--- src/rtl/trapdoor_pkg.sv ---
package trapdoor_pkg;
  localparam int TD_ADDR_W = 3;
  localparam int TD_DATA_W = 16;
  localparam int TD_BYTE_W = 8;
  localparam int TD_NUM_OFS = 1 << TD_ADDR_W;

  typedef enum logic [1:0] {
    TD_LOCKED = 2'd0,
    TD_ARM1   = 2'd1,
    TD_ARM2   = 2'd2,
    TD_OPEN   = 2'd3
  } td_state_e;
endpackage

--- src/rtl/trapdoor_seq.sv ---
module trapdoor_seq
  import trapdoor_pkg::*;
#(
  parameter logic [TD_ADDR_W-1:0]  ERR_OFS    = 3'd1,
  parameter logic [TD_ADDR_W-1:0]  GATE_OFS   = 3'd2,
  parameter logic [TD_ADDR_W-1:0]  PROBE_OFS  = 3'd5,
  parameter logic [TD_BYTE_W-1:0]  UNLOCK_VAL = 8'h03,
  parameter logic [TD_BYTE_W-1:0]  RELOCK_VAL = 8'h83,
  parameter logic [TD_BYTE_W-1:0]  PROBE_VAL  = 8'hFF,
  parameter logic [TD_NUM_OFS-1:0] REG_MASK   = 8'b0110_1011
) (
  input  logic                 clk,
  input  logic                 rst_n,
  input  logic                 fire,
  input  logic                 acc_write,
  input  logic                 acc_wide,
  input  logic [TD_ADDR_W-1:0] acc_addr,
  input  logic [TD_BYTE_W-1:0] acc_byte,
  output logic                 cfg_open,
  output logic                 route_local,
  output logic                 probe_hit,
  output logic                 bank_we
);
  td_state_e state_q, state_d;
  logic      probe_q, probe_d;
  logic      byte_wr, arm_rd, gate_wr, unlock_hit, relock_hit;

  always_comb begin
    byte_wr    = acc_write & ~acc_wide;
    arm_rd     = ~acc_write & acc_wide & (acc_addr == ERR_OFS);
    gate_wr    = byte_wr & (acc_addr == GATE_OFS);
    unlock_hit = (state_q == TD_ARM2) & gate_wr & (acc_byte == UNLOCK_VAL);
    relock_hit = (state_q == TD_OPEN) & gate_wr & (acc_byte == RELOCK_VAL);
    bank_we    = (state_q == TD_OPEN) & byte_wr & REG_MASK[acc_addr];
    probe_hit  = probe_q & ~acc_write & acc_wide & (acc_addr == PROBE_OFS);
    route_local = unlock_hit | ((state_q == TD_OPEN) & gate_wr) | bank_we | probe_hit;
  end

  always_comb begin
    state_d = state_q;
    probe_d = probe_q;
    if (fire) begin
      probe_d = byte_wr & (acc_addr == PROBE_OFS) & (acc_byte == PROBE_VAL);
      unique case (state_q)
        TD_LOCKED: state_d = arm_rd ? TD_ARM1 : TD_LOCKED;
        TD_ARM1:   state_d = arm_rd ? TD_ARM2 : TD_LOCKED;
        TD_ARM2:   state_d = unlock_hit ? TD_OPEN : TD_LOCKED;
        TD_OPEN:   state_d = relock_hit ? TD_LOCKED : TD_OPEN;
        default:   state_d = TD_LOCKED;
      endcase
    end
  end

  always_ff @(posedge clk) begin
    if (!rst_n) begin
      state_q <= TD_LOCKED;
      probe_q <= 1'b0;
    end else begin
      state_q <= state_d;
      probe_q <= probe_d;
    end
  end

  assign cfg_open = (state_q == TD_OPEN);
endmodule

--- src/rtl/trapdoor_bank.sv ---
module trapdoor_bank
  import trapdoor_pkg::*;
#(
  parameter int                   NUM_DEV    = 2,
  parameter logic [TD_ADDR_W-1:0] RD_OFS     = 3'd0,
  parameter logic [TD_ADDR_W-1:0] WR_OFS     = 3'd1,
  parameter logic [TD_ADDR_W-1:0] CTRL_OFS   = 3'd3,
  parameter logic [TD_ADDR_W-1:0] SHADOW_OFS = 3'd5,
  parameter logic [TD_ADDR_W-1:0] MISC_OFS   = 3'd6,
  parameter int                   SETUP_LSB  = 4,
  parameter int                   SETUP_W    = 2,
  parameter logic [TD_BYTE_W-1:0] OVR_VAL    = 8'h85,
  parameter logic [TD_BYTE_W-1:0] DATA_SLOW  = 8'h6B,
  parameter logic [TD_BYTE_W-1:0] DATA_FAST  = 8'h58,
  parameter logic [SETUP_W-1:0]   SETUP_SLOW = 2'd3,
  parameter logic [SETUP_W-1:0]   SETUP_FAST = 2'd2,
  localparam int                  DEV_W      = (NUM_DEV > 1) ? $clog2(NUM_DEV) : 1,
  localparam int                  OUT_W      = NUM_DEV * TD_BYTE_W
) (
  input  logic                 clk,
  input  logic                 rst_n,
  input  logic                 strap_in,
  input  logic                 we,
  input  logic [TD_ADDR_W-1:0] wr_addr,
  input  logic [TD_BYTE_W-1:0] wr_byte,
  output logic                 strap_q,
  output logic [OUT_W-1:0]     rd_timing,
  output logic [OUT_W-1:0]     wr_timing,
  output logic [SETUP_W-1:0]   setup_code,
  output logic [DEV_W-1:0]     sel_dev,
  output logic                 override,
  output logic [TD_BYTE_W-1:0] shadow
);
  logic [TD_BYTE_W-1:0] ctrl_q;
  logic [DEV_W-1:0]     sel_q;
  logic [SETUP_W-1:0]   setup_q;
  logic [TD_BYTE_W-1:0] def_data, reset_data;
  logic [SETUP_W-1:0]   def_setup;

  assign reset_data = strap_in ? DATA_FAST : DATA_SLOW;
  assign def_data   = strap_q ? DATA_FAST : DATA_SLOW;
  assign def_setup  = strap_q ? SETUP_FAST : SETUP_SLOW;

  always_ff @(posedge clk) begin
    if (!rst_n) begin
      strap_q <= strap_in;
      ctrl_q  <= '0;
      sel_q   <= '0;
      setup_q <= '0;
      shadow  <= '0;
    end else if (we) begin
      if (wr_addr == CTRL_OFS)   ctrl_q <= wr_byte;
      if (wr_addr == SHADOW_OFS) shadow <= wr_byte;
      if (wr_addr == MISC_OFS) begin
        sel_q   <= wr_byte[DEV_W-1:0];
        setup_q <= wr_byte[SETUP_LSB +: SETUP_W];
      end
    end
  end

  assign override   = (ctrl_q == OVR_VAL);
  assign sel_dev    = sel_q;
  assign setup_code = override ? setup_q : def_setup;

  for (genvar g = 0; g < NUM_DEV; g++) begin : g_dev
    logic [TD_BYTE_W-1:0] rd_q, wr_q;
    logic                 dev_hit;
    assign dev_hit = we & (sel_q == DEV_W'(g));

    always_ff @(posedge clk) begin
      if (!rst_n) begin
        rd_q <= reset_data;
        wr_q <= reset_data;
      end else begin
        if (dev_hit && wr_addr == RD_OFS) rd_q <= wr_byte;
        if (dev_hit && wr_addr == WR_OFS) wr_q <= wr_byte;
      end
    end

    assign rd_timing[g*TD_BYTE_W +: TD_BYTE_W] = override ? rd_q : def_data;
    assign wr_timing[g*TD_BYTE_W +: TD_BYTE_W] = override ? wr_q : def_data;
  end
endmodule

--- src/rtl/trapdoor_cfg_port.sv ---
module trapdoor_cfg_port
  import trapdoor_pkg::*;
#(
  parameter int NUM_DEV = 2,
  localparam int OUT_W  = NUM_DEV * TD_BYTE_W,
  localparam int DEV_W  = (NUM_DEV > 1) ? $clog2(NUM_DEV) : 1
) (
  input  logic                 clk,
  input  logic                 rst_n,
  input  logic                 strap_in,
  input  logic                 acc_valid,
  output logic                 acc_ready,
  input  logic                 acc_write,
  input  logic                 acc_wide,
  input  logic [TD_ADDR_W-1:0] acc_addr,
  input  logic [TD_DATA_W-1:0] acc_wdata,
  output logic [TD_DATA_W-1:0] acc_rdata,
  output logic                 tf_valid,
  input  logic                 tf_ready,
  output logic                 tf_write,
  output logic                 tf_wide,
  output logic [TD_ADDR_W-1:0] tf_addr,
  output logic [TD_DATA_W-1:0] tf_wdata,
  input  logic [TD_DATA_W-1:0] tf_rdata,
  output logic                 cfg_open,
  output logic                 timing_override,
  output logic [OUT_W-1:0]     rd_timing,
  output logic [OUT_W-1:0]     wr_timing,
  output logic [1:0]           setup_code,
  output logic [DEV_W-1:0]     sel_dev,
  output logic [TD_BYTE_W-1:0] strap_shadow
);
  logic route_local, probe_hit, bank_we, fire, strap_q;

  assign acc_ready = route_local | tf_ready;
  assign fire      = acc_valid & acc_ready;
  assign tf_valid  = acc_valid & ~route_local;
  assign tf_write  = acc_write;
  assign tf_wide   = acc_wide;
  assign tf_addr   = acc_addr;
  assign tf_wdata  = acc_wdata;

  always_comb begin
    if (!route_local)   acc_rdata = tf_rdata;
    else if (probe_hit) acc_rdata = {{(TD_DATA_W-1){1'b0}}, strap_q};
    else                acc_rdata = '0;
  end

  trapdoor_seq u_seq (
    .clk        (clk),
    .rst_n      (rst_n),
    .fire       (fire),
    .acc_write  (acc_write),
    .acc_wide   (acc_wide),
    .acc_addr   (acc_addr),
    .acc_byte   (acc_wdata[TD_BYTE_W-1:0]),
    .cfg_open   (cfg_open),
    .route_local(route_local),
    .probe_hit  (probe_hit),
    .bank_we    (bank_we)
  );

  trapdoor_bank #(.NUM_DEV(NUM_DEV)) u_bank (
    .clk       (clk),
    .rst_n     (rst_n),
    .strap_in  (strap_in),
    .we        (fire & bank_we),
    .wr_addr   (acc_addr),
    .wr_byte   (acc_wdata[TD_BYTE_W-1:0]),
    .strap_q   (strap_q),
    .rd_timing (rd_timing),
    .wr_timing (wr_timing),
    .setup_code(setup_code),
    .sel_dev   (sel_dev),
    .override  (timing_override),
    .shadow    (strap_shadow)
  );
endmodule

--- config.mk ---
export PLATFORM = sky130hd
export DESIGN_NAME = trapdoor_cfg_port
export DESIGN_NICKNAME = d
export VERILOG_FILES = /design/src/rtl/trapdoor_pkg.sv /design/src/rtl/trapdoor_seq.sv /design/src/rtl/trapdoor_bank.sv /design/src/rtl/trapdoor_cfg_port.sv
export SDC_FILE = /design/constraint.sdc
export NUM_CORES = 1
export LEC_CHECK = 0
export ABC_AREA = 0
export ABC_CLOCK_PERIOD_IN_PS = 2550
export CAP_MARGIN = 20
export CORE_MARGIN = 4
export CORE_UTILIZATION = 38
export CTS_CLUSTER_DIAMETER = 40
export DETAILED_ROUTE_END_ITERATION = 8
export PLACE_DENSITY = 0.82
export SKIP_CTS_REPAIR_TIMING = 1
export SYNTH_ARGS = -nofsm -noshare
export SYNTH_HDL_FRONTEND = slang
export SYNTH_SLANG_ARGS = --single-unit
--- constraint.sdc ---
create_clock -name clk -period 2.55 [get_ports clk]
set_input_delay 0.51 -clock clk [delete_from_list [all_inputs] [get_ports clk]]
set_output_delay 0.51 -clock clk [all_outputs]
set_load 0.05 [all_outputs]
==> results.cfg, run 1 <==
[status]
status = complete, but fails checks
violations = negative setup slack

[detailed_routing]
dr.first_iter.drc_count = 81
routedWlPerCell_um = 17.5
ant_nets = 0
dr.pass1.iters = 4
wirelength_um = 8760
route.detailed.drc = 0
via_count = 2494
routed_via_density = 4.99

[global_routing]
grt_pass1_vias = 2458
grt-ovfl-total = 0
use_met2_pct = 32.5
grt.met3_usage_pct = 4.41
grt_usage_pct = 18.0
grt_pass1_wl_um = 12300
antenna_found_initial = 0
gr-max-usage-layer = met2
use_met1_pct = 20.7
grt_max_degree = 24

[cts]
root_buffer = clkbuf_8
clockBufferDepth = 2
cts_made_buffers = 5
htreeDepth = 2
clk_pin_slew_ns = 0.10
cts_tree = yes
insertion_delay_ns = 0.31
cts.sinks = 55

[synth]
avgSynthCellArea_um2 = 10.6
netlist_top_cells_area = edfxtp_1, dfxtp_1, and2_1, buf_4, mux2i_1
ys.flop_type = edfxtp_1
synth-seq-cells = 55
synth_edf_count = 33
synth_most_common_cell = edfxtp_1
async_flop_share_pct = 0
synth_warnings = 0
ys_types = 43
synth_nets = 312
synth_cells = 265
ys_seq_area_share_pct = 50.9
synth_top_area_share_pct = 35.2
syn_area_um2 = 2810
synth_largest_area_cell = edfxtp_1
netlist_top_cells_count = edfxtp_1, and2_1, dfxtp_1, buf_4, nand2_1

[setup_path]
crit_type = in -> out
cp_data_arrival_time_ns = 2.20
end_kind = primary output
worst-endpoint-required_ns = 2.04
cp-start-kind = input pin
crit_fanout = 8
ff2ff_path_depth = 7

[sta]
skew_ns = 0.0116
fmax_mhz = 369
worst-slew-pin-transition_ns = 0.510
rsz0062_at_grt = yes
period_share_pct = 106
report.final.slew_viol_count = 0
period_minus_slack_ns = 2.71
setup-violations-final = 51
hold_violations = 0
fin_ws_ns = -0.163
maxSlewHeadroom_pct = 65.9

[pwr]
peakVddDrop_mv = 0.276
power.total_uw = 2180
power_density_nw_per_um2 = 425
power.leakage_uw = 0.00225

[final_layout]
diodes = 0
drive_above_1_share_pct = 46.1
syn2layout_area_growth_pct = 82.4
seq_area_um2 = 1430
num-fill-cells = 509
multiInputGateArea_um2 = 1340
final_cells = 500
finish.net_count = 447

[job]
drv_cap = 0

[floorplanning]
pin_count = 126
start_util_pct = 39.0
fp.dieArea_um2 = 8840
row_count = 31
die_w_um = 94.0
die-height_um = 94.0
core_area_um2 = 7210

[place]
place_inst = 476
place.gp.congestion = 0.852
numPortBuffers = 109
hpwlAfterDp_um = 6250

[hold_path]
min_path_cells = 2
hold_path_class = reg -> reg
-- final cells by class --
class / instances / share of cell area, %
multi-input cells: 167 / 26.1
flip-flops and latches: 55 / 27.9
well taps: 99 / 2.42
repair buffers: 161 / 40.5
clock inverters: 3 / 0.903
inverters: 10 / 0.830
clock buffers: 5 / 1.34
-- flip-flops by register name (all words and copies together) (netlist names) --
signal	flops
u_bank.ctrl_q	8
u_seq.probe_q	1
u_bank.sel_dev	1
u_seq.state_q	2
u_bank.setup_q	2
u_bank.strap_q	1
u_bank.g_dev.rd_q	16
u_bank.shadow	8
u_bank.g_dev.wr_q	16
-- routing by layer --
metal,vias up,share of wire [%]
met1,1205,36
met4,0,1.6
met2,102,56
met3,14,6.8
met5,-,0
li1,1173,-
-- critical path, cell delays in order --
cell and delay, ns:
buf_8 0.10, inv_6 0.06, ha_4 0.12, or4b_4 0.48, nor4_4 0.38, nor2_4 0.10
clkbuf_16 0.17, and2_4 0.14, buf_12 0.14
-- cell families (layout without fill, tap and decap cells) --
family	Yosys count	count (layout)	synth area share, %
AND/OR/NAND/NOR	113	113	24.1
flip-flops	55	55	50.9
buffers and inverters	43	179	9.26
AO/OA/AOI/OAI	36	36	8.86
multiplexers	13	13	4.63
adder cells (fa/ha/maj)	5	5	2.23
-- placed cells by master (no fill, tap or decap), drive strengths merged, types with 2 or more instances in the layout --
cell,synthesis,layout
or4b,2,2
inv,10,11
nor4,3,3
mux2i,13,13
nand4,3,3
a32o,2,2
and2,30,30
o21ai,4,4
and4b,2,2
clkdlybuf4s50,0,33
dlymetal6s2s,0,8
dfxtp,22,22
a21o,12,12
or3b,2,2
or2b,2,2
clkbuf,6,9
o31a,2,2
a21boi,2,2
a21oi,12,12
nand3,9,9
edfxtp,33,33
nor3,2,2
buf,27,116
nor3b,2,2
or3,2,2
nor2,16,16
nand2b,13,13
ha,5,5
nand2,20,20
-- power breakdown --
group | internal [µW] | switching (µW)
Sequential | 994 | 18.7
Combinational | 271 | 310
Clock | 296 | 291
Total | 1560 | 619
-- per-stage QoR --
step	worst slack [ns]	hold slack, ns	utilization [%]	instance area, µm²	setup TNS (ns)
after floorplan	-0.118	0.432	-	2840	-0.118
after global placement	-0.491	0.442	61.3	4420	-8.81
after detailed placement	-0.556	0.458	61.3	4420	-11.67
after CTS	-0.558	0.473	62.9	4540	-12.32
after global routing	-0.222	0.486	71.1	5130	-7.01
final	-0.163	0.466	71.1	5130	-4.31
-- path summary, 6_finish.rpt --
path	start	endpoint	slack [ns]
setup / recovery	acc_addr[0]	acc_rdata[7]	-0.16
hold / removal	u_bank.ctrl_q[1]	u_bank.ctrl_q[1]	0.47
hold reg to reg	u_bank.ctrl_q[1]	u_bank.ctrl_q[1]	0.47
setup reg to reg	u_seq.state_q[0]	u_bank.g_dev[1].wr_q[4]	0.58
Power figures use the tool's default switching activity.
==> run 2, diff against run 1 <==
--- a/config.mk
+++ b/config.mk
@@ -6,13 +6,13 @@
 export NUM_CORES = 1
 export LEC_CHECK = 0
 export ABC_AREA = 0
-export ABC_CLOCK_PERIOD_IN_PS = 2550
+export ABC_CLOCK_PERIOD_IN_PS = 2950
 export CAP_MARGIN = 20
 export CORE_MARGIN = 4
-export CORE_UTILIZATION = 38
+export CORE_UTILIZATION = 42
 export CTS_CLUSTER_DIAMETER = 40
 export DETAILED_ROUTE_END_ITERATION = 8
-export PLACE_DENSITY = 0.82
+export PLACE_DENSITY = 0.86
 export SKIP_CTS_REPAIR_TIMING = 1
 export SYNTH_ARGS = -nofsm -noshare
 export SYNTH_HDL_FRONTEND = slang
==> constraint.sdc (replaced) <==
create_clock -name clk -period 2.95 [get_ports clk]
set_input_delay 0.59 -clock clk [delete_from_list [all_inputs] [get_ports clk]]
set_output_delay 0.59 -clock clk [all_outputs]
set_load 0.05 [all_outputs]
==> results.cfg, run 2 (synthesized netlist as in run 1, its figures left out) <==
[pwr]
power.total_uw = 1700
power.leakage_uw = 0.00191
peakVddDrop_mv = 0.216
power_density_nw_per_um2 = 384

[detailed_routing]
dr.first_iter.drc_count = 95
via_count = 2308
routedWlPerCell_um = 16.6
ant_nets = 0
route.detailed.drc = 0
routed_via_density = 4.98
wirelength_um = 7710
dr.pass1.iters = 4

[setup_path]
critPathMaxStageDelay_ns = 0.48
cp_slowest_cell = or4b_4
end_kind = primary output
cp_num_cells = 9
r2r_end = u_bank.g_dev[1].rd_q[1]
cp_data_arrival_time_ns = 2.33
cp-start-kind = input pin
crit_type = in -> out
crit_fanout = 3
crit_chain = buf_8, inv_6, ha_4, or4b_4, nor4_4, nor2_4, buf_6, a32o_2, buf_12
critical_path.top_delay_family = simple AND/OR/NAND/NOR gates
ff2ff_path_depth = 6
critPathBufInv = 4
worst-endpoint-required_ns = 2.36
regToRegSetupSlack_ns = 0.83
r2r_start = u_seq.state_q[0]

[cts]
insertion_delay_ns = 0.30
cts.sinks = 55
clockBufferDepth = 2
root_buffer = clkbuf_8
clk_pin_slew_ns = 0.09
htreeDepth = 2
cts_made_buffers = 5
cts_tree = yes

[final_layout]
multiInputGateArea_um2 = 1150
layout_commonest_cell = buf_4
finish.net_count = 432
num-fill-cells = 454
final_cells = 463
seq_area_um2 = 1430
drive_above_1_share_pct = 31.9
diodes = 0
syn2layout_area_growth_pct = 57.5
final_cell_mix = buf_4, clkdlybuf4s50_1, edfxtp_1
top_regs = u_bank.g_dev.rd_q x16, u_bank.g_dev.wr_q x16

[sta]
setup-violations-final = 0
period_minus_slack_ns = 2.92
skew_ns = 0.0111
rsz0062_at_grt = yes
hold_ws_ns = 0.461
report.final.slew_viol_count = 0
hold_violations = 0
worst-slew-pin-transition_ns = 0.615
fmax_mhz = 343
period_share_pct = 98.9
maxSlewHeadroom_pct = 58.9
setup-tns-final_ns = 0

[global_routing]
grt-ovfl-total = 0
grt_pass1_vias = 2275
grt_usage_pct = 18.3
grt_max_degree = 36
grt_pass1_wl_um = 12000
antenna_found_initial = 0

[hold_path]
hold_path_class = reg -> reg
min_path_cells = 2
min_from = u_bank.ctrl_q[7]
holdPathEnd = u_bank.ctrl_q[7]

[place]
hpwlAfterDp_um = 6070
numPortBuffers = 109
place.gp.congestion = 0.823
place_inst = 451

[job]
drv_cap = 0

[floorplanning]
die-height_um = 89.8
pin_count = 126
die_w_um = 89.8
core_area_um2 = 6420
start_util_pct = 43.8
row_count = 29
fp.dieArea_um2 = 8070

[status]
status = finished, final reports clean
run 2: cell types whose count changed in the layout (fill, tap and decap cells not counted), moves of 3 or more:
| cell | before | now |
|---|---|---|
| and2_1 | 6 | 29 |
| and2_4 | 24 | 1 |
| buf_6 | 24 | 2 |
| buf_8 | 8 | 1 |
| nand2b_1 | 7 | 13 |
| buf_12 | 42 | 29 |
| nand2_2 | 6 | 0 |
| clkdlybuf4s50_1 | 33 | 38 |
| nand2b_4 | 6 | 0 |
| nand2_1 | 12 | 20 |
| buf_4 | 42 | 69 |
| clkbuf_16 | 4 | 1 |
run 2: how the worst max path moves through the flow:
| stage | start | end | slack, ns |
|---|---|---|---|
| final | acc_addr[0] | acc_rdata[0] | 0.03 |
| after global routing | acc_addr[0] | acc_rdata[0] | -0.03 |
| after CTS | acc_addr[0] | acc_rdata[14] | -0.32 |
| after global placement | acc_addr[0] | acc_rdata[3] | -0.25 |
| after floorplan | acc_addr[0] | acc_rdata[10] | 0.12 |
| after detailed placement | acc_addr[0] | acc_rdata[14] | -0.32 |
run 2: final cells by class:
class                   instances  area share, %
inverters                      10          0.961
clock inverters                 2          0.311
flip-flops and latches         55           32.3
multi-input cells             167           26.1
well taps                      77           2.18
repair buffers                146           36.5
clock buffers                   6           1.64
run 2: where the power goes:
| group | switching [µW] | internal (µW) | leakage (µW) |
|---|---|---|---|
| Sequential | 12.3 | 858 | 0.000501 |
| Combinational | 250 | 180 | 0.00137 |
| Clock | 233 | 168 | 0.0000452 |
run 2: stage by stage:
step | area, µm² | worst slack, ns | util, %
floorplan | 2810 | 0.122 | -
global placement | 4230 | -0.253 | 65.8
detailed placement | 4230 | -0.322 | 65.8
CTS | 4320 | -0.322 | 67.2
global route | 4430 | -0.0334 | 68.9
finish | 4430 | 0.0338 | 68.9
run 2: metal layers:
layer,global-route usage (%),vias to the layer above,share of wire (%)
li1,-,1134,-
met1,21.8,1066,40
met2,33.1,98,51
met3,4.76,10,7.4
met4,4.47,0,0.78
met5,0,-,0
run 2: tightest hold or removal path: cells and delay by family (launching register included):
| family | cells | cell delay, ns |
|---|---|---|
| simple gates | 1 | 0.05 |
| flops | 1 | 0.32 |
| compound gates | 1 | 0.05 |
